--- src/rtl/fl_enc_pkg.sv ---
package fl_enc_pkg;

    typedef enum logic [1:0] {
        OP_LOGIN   = 2'd0,
        OP_WRITE   = 2'd1,
        OP_READ    = 2'd2,
        OP_DISABLE = 2'd3
    } fl_op_e;

    typedef enum logic [2:0] {
        S_IDLE      = 3'd0,
        S_LEAD_OFF  = 3'd1,
        S_LEAD_ON   = 3'd2,
        S_MARK_ON   = 3'd3,
        S_NOTCH_OFF = 3'd4,
        S_NOTCH_ON  = 3'd5,
        S_PROG_HOLD = 3'd6
    } fl_state_e;

    // Command codes already carry parity and are stored in send order (LSB first).
    function automatic logic [3:0] fl_op_code(input fl_op_e op);
        logic [3:0] c;
        unique case (op)
            OP_LOGIN:   c = 4'hC;
            OP_WRITE:   c = 4'hA;
            OP_READ:    c = 4'h9;
            OP_DISABLE: c = 4'h5;
            default:    c = 4'h0;
        endcase
        return c;
    endfunction

    function automatic int fl_max(input int a, input int b);
        return (a > b) ? a : b;
    endfunction

endpackage

--- src/rtl/fl_frame_build.sv ---
module fl_frame_build
    import fl_enc_pkg::*;
#(
    parameter int FRAME_W    = 64,
    parameter int ADDR_W     = 6,
    parameter int DATA_BYTES = 4
) (
    input  fl_op_e                          op,
    input  logic [ADDR_W-1:0]               addr,
    input  logic [8*DATA_BYTES-1:0]         data,
    output logic [FRAME_W-1:0]              frame,
    output logic [$clog2(FRAME_W+1)-1:0]    frame_len
);

    localparam int LEN_W = $clog2(FRAME_W + 1);
    localparam int POS_W = $clog2(FRAME_W);

    logic [LEN_W-1:0]         idx;
    logic [3:0]               code_w;
    logic [ADDR_W-1:0]        addr_w;
    logic [8*DATA_BYTES-1:0]  data_w;
    logic [7:0]               byte_w;
    logic [7:0]               col_par;
    logic                     row_par;
    logic                     has_addr;
    logic                     has_data;

    assign has_addr = (op == OP_READ)  || (op == OP_WRITE);
    assign has_data = (op == OP_LOGIN) || (op == OP_WRITE);

    always_comb begin
        frame   = '0;
        idx     = '0;
        code_w  = fl_op_code(op);
        addr_w  = addr;
        data_w  = data;
        byte_w  = '0;
        col_par = '0;
        row_par = 1'b0;

        // start bit
        frame[idx[POS_W-1:0]] = 1'b0;
        idx = idx + LEN_W'(1);

        // command code, LSB first
        for (int i = 0; i < 4; i++) begin
            frame[idx[POS_W-1:0]] = code_w[0];
            code_w = code_w >> 1;
            idx = idx + LEN_W'(1);
        end

        // address with line parity
        if (has_addr) begin
            for (int i = 0; i < ADDR_W; i++) begin
                frame[idx[POS_W-1:0]] = addr_w[0];
                addr_w = addr_w >> 1;
                idx = idx + LEN_W'(1);
            end
            frame[idx[POS_W-1:0]] = ^addr;
            idx = idx + LEN_W'(1);
        end

        // data bytes with row parity, column byte and stop bit
        if (has_data) begin
            for (int b = 0; b < DATA_BYTES; b++) begin
                byte_w  = data_w[7:0];
                row_par = ^byte_w;
                col_par = col_par ^ byte_w;
                for (int i = 0; i < 8; i++) begin
                    frame[idx[POS_W-1:0]] = byte_w[0];
                    byte_w = byte_w >> 1;
                    idx = idx + LEN_W'(1);
                end
                frame[idx[POS_W-1:0]] = row_par;
                idx = idx + LEN_W'(1);
                data_w = data_w >> 8;
            end
            byte_w = col_par;
            for (int i = 0; i < 8; i++) begin
                frame[idx[POS_W-1:0]] = byte_w[0];
                byte_w = byte_w >> 1;
                idx = idx + LEN_W'(1);
            end
            frame[idx[POS_W-1:0]] = 1'b0;
            idx = idx + LEN_W'(1);
        end

        frame_len = idx;
    end

endmodule

--- src/rtl/fl_bit_queue.sv ---
module fl_bit_queue #(
    parameter int FRAME_W = 64
) (
    input  logic                          clk,
    input  logic                          rst_n,
    input  logic                          load,
    input  logic [FRAME_W-1:0]            frame,
    input  logic [$clog2(FRAME_W+1)-1:0]  frame_len,
    input  logic                          pop,
    output logic                          head,
    output logic                          more
);

    localparam int LEN_W = $clog2(FRAME_W + 1);

    logic [FRAME_W-1:0] bits_q;
    logic [LEN_W-1:0]   left_q;

    // The start bit (frame[0]) is consumed by the lead-in, so it is dropped here.
    always_ff @(posedge clk or negedge rst_n) begin
        if (!rst_n) begin
            bits_q <= '0;
            left_q <= '0;
        end else if (load) begin
            bits_q <= frame >> 1;
            left_q <= (frame_len == '0) ? '0 : frame_len - LEN_W'(1);
        end else if (pop && (left_q != '0)) begin
            bits_q <= bits_q >> 1;
            left_q <= left_q - LEN_W'(1);
        end
    end

    assign head = bits_q[0];
    assign more = (left_q != '0);

endmodule

--- src/rtl/fl_tick_timer.sv ---
module fl_tick_timer #(
    parameter int CNT_W = 15
) (
    input  logic             clk,
    input  logic             rst_n,
    input  logic             tick,
    input  logic             load,
    input  logic [CNT_W-1:0] load_val,
    output logic             expire
);

    logic [CNT_W-1:0] cnt_q;

    always_ff @(posedge clk or negedge rst_n) begin
        if (!rst_n) begin
            cnt_q <= '0;
        end else if (load) begin
            cnt_q <= load_val;
        end else if (tick && (cnt_q != '0)) begin
            cnt_q <= cnt_q - CNT_W'(1);
        end
    end

    assign expire = tick && (cnt_q == CNT_W'(1));

endmodule

--- src/rtl/fl_cmd_encoder.sv ---
module fl_cmd_encoder
    import fl_enc_pkg::*;
#(
    parameter int FRAME_W      = 64,
    parameter int ADDR_W       = 6,
    parameter int DATA_BYTES   = 4,
    parameter int LEAD_OFF_US  = 480,
    parameter int LEAD_ON_US   = 16,
    parameter int MARK_ON_US   = 256,
    parameter int NOTCH_OFF_US = 20,
    parameter int NOTCH_ON_US  = 12,
    parameter int PROG_HOLD_US = 20000
) (
    input  logic                      clk,
    input  logic                      rst_n,
    input  logic                      tick_us,
    input  logic                      start,
    input  logic [1:0]                op_sel,
    input  logic [ADDR_W-1:0]         addr,
    input  logic [8*DATA_BYTES-1:0]   wdata,
    output logic                      field_on,
    output logic                      busy,
    output logic                      acq_start
);

    localparam int LEN_W   = $clog2(FRAME_W + 1);
    localparam int MAX_DUR = fl_max(fl_max(fl_max(LEAD_OFF_US, LEAD_ON_US),
                                           fl_max(MARK_ON_US, NOTCH_OFF_US)),
                                    fl_max(NOTCH_ON_US, PROG_HOLD_US));
    localparam int CNT_W   = $clog2(MAX_DUR + 1);

    fl_state_e           state_q, state_d;
    fl_op_e              op_q;
    logic                idle_field_q;
    logic                acq_q;

    logic [FRAME_W-1:0]  frame;
    logic [LEN_W-1:0]    frame_len;
    logic                load_frame;
    logic                pop_bit;
    logic                head_bit;
    logic                more_bits;

    logic                tmr_load;
    logic [CNT_W-1:0]    tmr_val;
    logic                tmr_expire;

    logic                finish;

    fl_frame_build #(
        .FRAME_W    (FRAME_W),
        .ADDR_W     (ADDR_W),
        .DATA_BYTES (DATA_BYTES)
    ) u_build (
        .op        (fl_op_e'(op_sel)),
        .addr      (addr),
        .data      (wdata),
        .frame     (frame),
        .frame_len (frame_len)
    );

    fl_bit_queue #(
        .FRAME_W (FRAME_W)
    ) u_queue (
        .clk       (clk),
        .rst_n     (rst_n),
        .load      (load_frame),
        .frame     (frame),
        .frame_len (frame_len),
        .pop       (pop_bit),
        .head      (head_bit),
        .more      (more_bits)
    );

    fl_tick_timer #(
        .CNT_W (CNT_W)
    ) u_timer (
        .clk      (clk),
        .rst_n    (rst_n),
        .tick     (tick_us),
        .load     (tmr_load),
        .load_val (tmr_val),
        .expire   (tmr_expire)
    );

    // Next-state logic
    always_comb begin
        state_d    = state_q;
        load_frame = 1'b0;
        pop_bit    = 1'b0;
        tmr_load   = 1'b0;
        tmr_val    = '0;
        finish     = 1'b0;

        unique case (state_q)
            S_IDLE: begin
                if (start) begin
                    load_frame = 1'b1;
                    tmr_load   = 1'b1;
                    tmr_val    = CNT_W'(LEAD_OFF_US);
                    state_d    = S_LEAD_OFF;
                end
            end
            S_LEAD_OFF: begin
                if (tmr_expire) begin
                    tmr_load = 1'b1;
                    tmr_val  = CNT_W'(LEAD_ON_US);
                    state_d  = S_LEAD_ON;
                end
            end
            S_LEAD_ON, S_MARK_ON, S_NOTCH_ON: begin
                if (tmr_expire) begin
                    if (more_bits) begin
                        pop_bit  = 1'b1;
                        tmr_load = 1'b1;
                        if (head_bit) begin
                            tmr_val = CNT_W'(MARK_ON_US);
                            state_d = S_MARK_ON;
                        end else begin
                            tmr_val = CNT_W'(NOTCH_OFF_US);
                            state_d = S_NOTCH_OFF;
                        end
                    end else if (op_q == OP_WRITE) begin
                        tmr_load = 1'b1;
                        tmr_val  = CNT_W'(PROG_HOLD_US);
                        state_d  = S_PROG_HOLD;
                    end else begin
                        finish  = 1'b1;
                        state_d = S_IDLE;
                    end
                end
            end
            S_NOTCH_OFF: begin
                if (tmr_expire) begin
                    tmr_load = 1'b1;
                    tmr_val  = CNT_W'(NOTCH_ON_US);
                    state_d  = S_NOTCH_ON;
                end
            end
            S_PROG_HOLD: begin
                if (tmr_expire) begin
                    finish  = 1'b1;
                    state_d = S_IDLE;
                end
            end
            default: state_d = S_IDLE;
        endcase
    end

    // State register
    always_ff @(posedge clk or negedge rst_n) begin
        if (!rst_n) begin
            state_q      <= S_IDLE;
            op_q         <= OP_LOGIN;
            idle_field_q <= 1'b0;
            acq_q        <= 1'b0;
        end else begin
            state_q <= state_d;
            acq_q   <= finish && (op_q == OP_READ);
            if (load_frame) begin
                op_q <= fl_op_e'(op_sel);
            end
            if (finish) begin
                idle_field_q <= (op_q == OP_READ);
            end
        end
    end

    // Outputs
    always_comb begin
        field_on = 1'b1;
        busy     = 1'b1;
        unique case (state_q)
            S_IDLE: begin
                field_on = idle_field_q;
                busy     = 1'b0;
            end
            S_LEAD_OFF, S_NOTCH_OFF: field_on = 1'b0;
            S_LEAD_ON, S_MARK_ON, S_NOTCH_ON, S_PROG_HOLD: field_on = 1'b1;
            default: begin
                field_on = 1'b0;
                busy     = 1'b0;
            end
        endcase
    end

    assign acq_start = acq_q;

endmodule

--- config.mk ---
export PLATFORM = sky130hd
export DESIGN_NAME = fl_cmd_encoder
export DESIGN_NICKNAME = d
export VERILOG_FILES = /design/src/rtl/fl_enc_pkg.sv /design/src/rtl/fl_frame_build.sv /design/src/rtl/fl_bit_queue.sv /design/src/rtl/fl_tick_timer.sv /design/src/rtl/fl_cmd_encoder.sv
export SDC_FILE = /design/constraint.sdc
export NUM_CORES = 1
export LEC_CHECK = 0
export ABC_AREA = 1
export ABC_CLOCK_PERIOD_IN_PS = 2610
export BUFFER_PORTS_ARGS = -buffer_cell sky130_fd_sc_hd__buf_4
export CORE_ASPECT_RATIO = 0.7
export CORE_MARGIN = 3
export CORE_UTILIZATION = 32
export CTS_BUF_LIST = sky130_fd_sc_hd__clkbuf_16
export CTS_CLUSTER_SIZE = 8
export DETAILED_ROUTE_END_ITERATION = 16
export GPL_ROUTABILITY_DRIVEN = 0
export SLEW_MARGIN = 0
export SYNTH_ARGS = -nofsm -noshare
export SYNTH_HDL_FRONTEND = slang
export SYNTH_SLANG_ARGS = --single-unit
--- constraint.sdc ---
create_clock -name clk -period 2.61 [get_ports clk]
set_clock_uncertainty 0.05 [all_clocks]
set_input_delay 0.261 -clock clk [delete_from_list [all_inputs] [get_ports clk]]
set_output_delay 0.261 -clock clk [all_outputs]
set_load 0.02 [all_outputs]
==> flow_summary.toml <==
[grt]
grt_pass1_vias = 5277
track_usage_pct = 16.03
overflow = 0
grt_first_pass_wirelength_um = 28390
grt_max_degree = 54
antenna_found_initial = 0

[detailed_routing]
drc = 0
wl_per_cell_um = 14.08
avgViaCountPerCell = 4.831
final_antenna_net_count = 0
wl_um = 17270
drtIter0Drc = 607
firstDrtPassIters = 5
routed-via-count = 5923

[yosys]
synth_seq_cells = 91
synth.cell_area_um2 = 6417
synth_area_leaders = "dfrtp_1 (35%), nand2_1 (22%), xnor2_1 (5.0%)"
synthArstFlopShare_pct = 100.0
synth_cells = 941
netlist-cell-type-count = 38
syn-num-nets = 996
ys.warnings.count = 0
avgSynthCellArea_um2 = 6.820
synth_top_area_cell = "dfrtp_1"
synth_top_area_share_pct = 35.48
ys_seq_area_share_pct = 35.48
synth_flop_cell = "dfrtp_1"
synth-edff-count = 0

[cells_and_area]
layout_common_cells = "nand2_1 (381), dfrtp_1 (91), inv_1 (77)"
drive_gt1_share_pct = 10.40
nets = 1013
final_common_cell = "nand2_1"
fin_area_um2 = 7233
n_antenna_cell = 0
area_delta_synth_final_pct = 12.71

[setup_path]
cp_max_fo = 53
start_kind = "register"
crit_required_ns = 2.80
cp_cell_sequence = "inv_1, ha_1, nand3_1, nor2_1, nand2_4, nor2_4, nand2_4, nand2_4, buf_12, nand3_1, nand2_1, inv_1"
cpPeakStageDelay_ns = 0.40
worstRegToRegCells = 12
arrival_ns = 2.38
cp_top_family = "simple AND/OR/NAND/NOR gates"
path_buf_inv = 3
crit_path_top_delay_cell = "dfrtp_1"
cp-end-kind = "register"
path_class = "register to register"
cp_common_cell = "nand2_4"
cp.depth = 12

[clock_network]
htreeDepth = 3
post_cts.repair.setup_buffers = 0
cts_buffers = 9
clkSlewWorstSetupHoldPaths_ns = 0.07
cts.path.max_buffers = 2
clk_latency_ns = 0.35
cts_tree = "built"
cts-root-buf = "clkbuf_16"
clock_sinks = 91

[power_and_ir_drop]
leakage_nw = 3.698
p_sw_share_pct = 42.97
power.density_nw_per_um2 = 907.9
p_sw_mw = 2.822
seq_power_share_pct = 34.4
power.total_mw = 6.567
p_comb_share_pct = 45.7
p_clk_share_pct = 19.9
peakVddDrop_uv = 465.8
internal-power_mw = 3.746

[hold_path]
hold_depth = 3
hold_path_class = "input port to register"

[sta]
tightest_slew_ns = 0.5879
setup_tns_ns = 0
fmax_ghz = 0.4584
period_needed_ns = 2.182
setup_violations = 0
period_share_pct = 83.58
rsz0062_at_grt = "no"
drv_slew = 0
max_slew_margin_pct = 60.81
hold_viol = 0

[outcome]
outcome = "finished clean"

[die]
die_x_um = 175.3
core_area_um2 = 19290
die_y_um = 124.5
die_area_um2 = 21820
core.rowCount = 42
start_util_pct = 33.27
io_pins = 47

[placed_design]
numPortBuffers = 46
dp_hpwl_um = 12340
dpl-instance-area_um2 = 6938

[job]
cap_violations = 0
[what timing repair did]
action,in CTS,in global routing
hold buffers,1,0
endpoints found under the hold margin,41,0
resized for setup,0,0
[per-stage QoR]
step                      util [%]  setup slack, ns  hold slack, ns  instances
after global placement       35.97           0.4868          0.2570       1210
after CTS                    37.50           0.4256          0.1277       1226
after detailed placement     35.97           0.4393          0.2552       1210
after global routing         37.50           0.2579          0.1467       1226
final                        37.50           0.4285          0.1364       1226
after floorplan                  -           0.8040        -0.08459        941
[synthesized netlist by cell type (3+ instances only)]
cell type and n:
inv_2 5, xnor2_1 37, nor2_2 8, a22oi_1 17, buf_2 18, nand2_1 381, clkbuf_1 28, xor2_1 32
nand2_4 3, a21boi_0 4, nand3b_1 3, o21ai_1 28, nor2_1 49, o211ai_1 7, o21ai_0 39, dfrtp_1 91
o221ai_1 3, nand2_2 4, nand3_1 37, nor3_1 6, ha_1 11, nand4_1 10, a21oi_1 19, inv_1 75
buf_6 6
[worst reg2reg max path: cells and delay by family (launching register included)]
kind / cells / cell delay (ns)
adders and majority gates: 1 / 0.17
DFF: 1 / 0.40
and+or+nand+nor: 8 / 1.06
buffers and inverters: 3 / 0.42
[power by group through the flow]
stage	clock, mW	combinational (mW)	sequential [mW]
2_1_floorplan	0	2.35	2.18
3_3_place_gp	0	2.97	2.27
3_5_place_dp	0	2.98	2.27
4_1_cts	1.34	3.00	2.25
5_1_grt	1.40	3.44	2.33
6_report	1.31	3.00	2.26
[final timing paths]
check,start,to,slack (ns)
max in group asynchronous,rst_n,u_timer.cnt_q[2],1.42
min,op_sel[1],op_q[1],0.14
min in group asynchronous,rst_n,u_queue.bits_q[6],0.39
max reg2reg,u_timer.cnt_q[1],u_queue.bits_q[21],0.43
min reg2reg,u_queue.bits_q[59],u_queue.bits_q[59],0.42
max,u_timer.cnt_q[1],u_queue.bits_q[21],0.43
[state kept, by name, indices dropped and copies added (netlist names)]
name and count:
u_queue.bits_q 62, u_timer.cnt_q 15, u_queue.left_q 7, state_q 3, op_q 2, acq_start 1
idle_field_q 1
[cell type report]
class                   count  area (µm²)
clock buffers               9       225.2
inverters                  81       304.0
repair buffers             63       500.5
clock inverters             6       60.06
well taps                 264       330.3
flip-flops and latches     91        2277
fillers                  2058       12050
multi-input cells         712        3536
[logic make-up (layout without fill, tap and decap cells)]
group	after synthesis	in the layout	synth area share, %
xor+xnor	69	69	9.417
fa+ha+maj	11	11	2.145
simple gates	508	508	32.37
flops	91	91	35.48
buf+inv	138	159	9.417
compound gates	124	124	11.17
[per-layer routing]
metal	global-route usage [%]	up-vias	part of all wire (%)
met2	21.39	185	39
li1	-	2971	-
met1	25.91	2752	54
met3	3.199	15	6.3
met5	0	-	0
met4	3.657	0	1.1
Power figures use the tool's default switching activity.
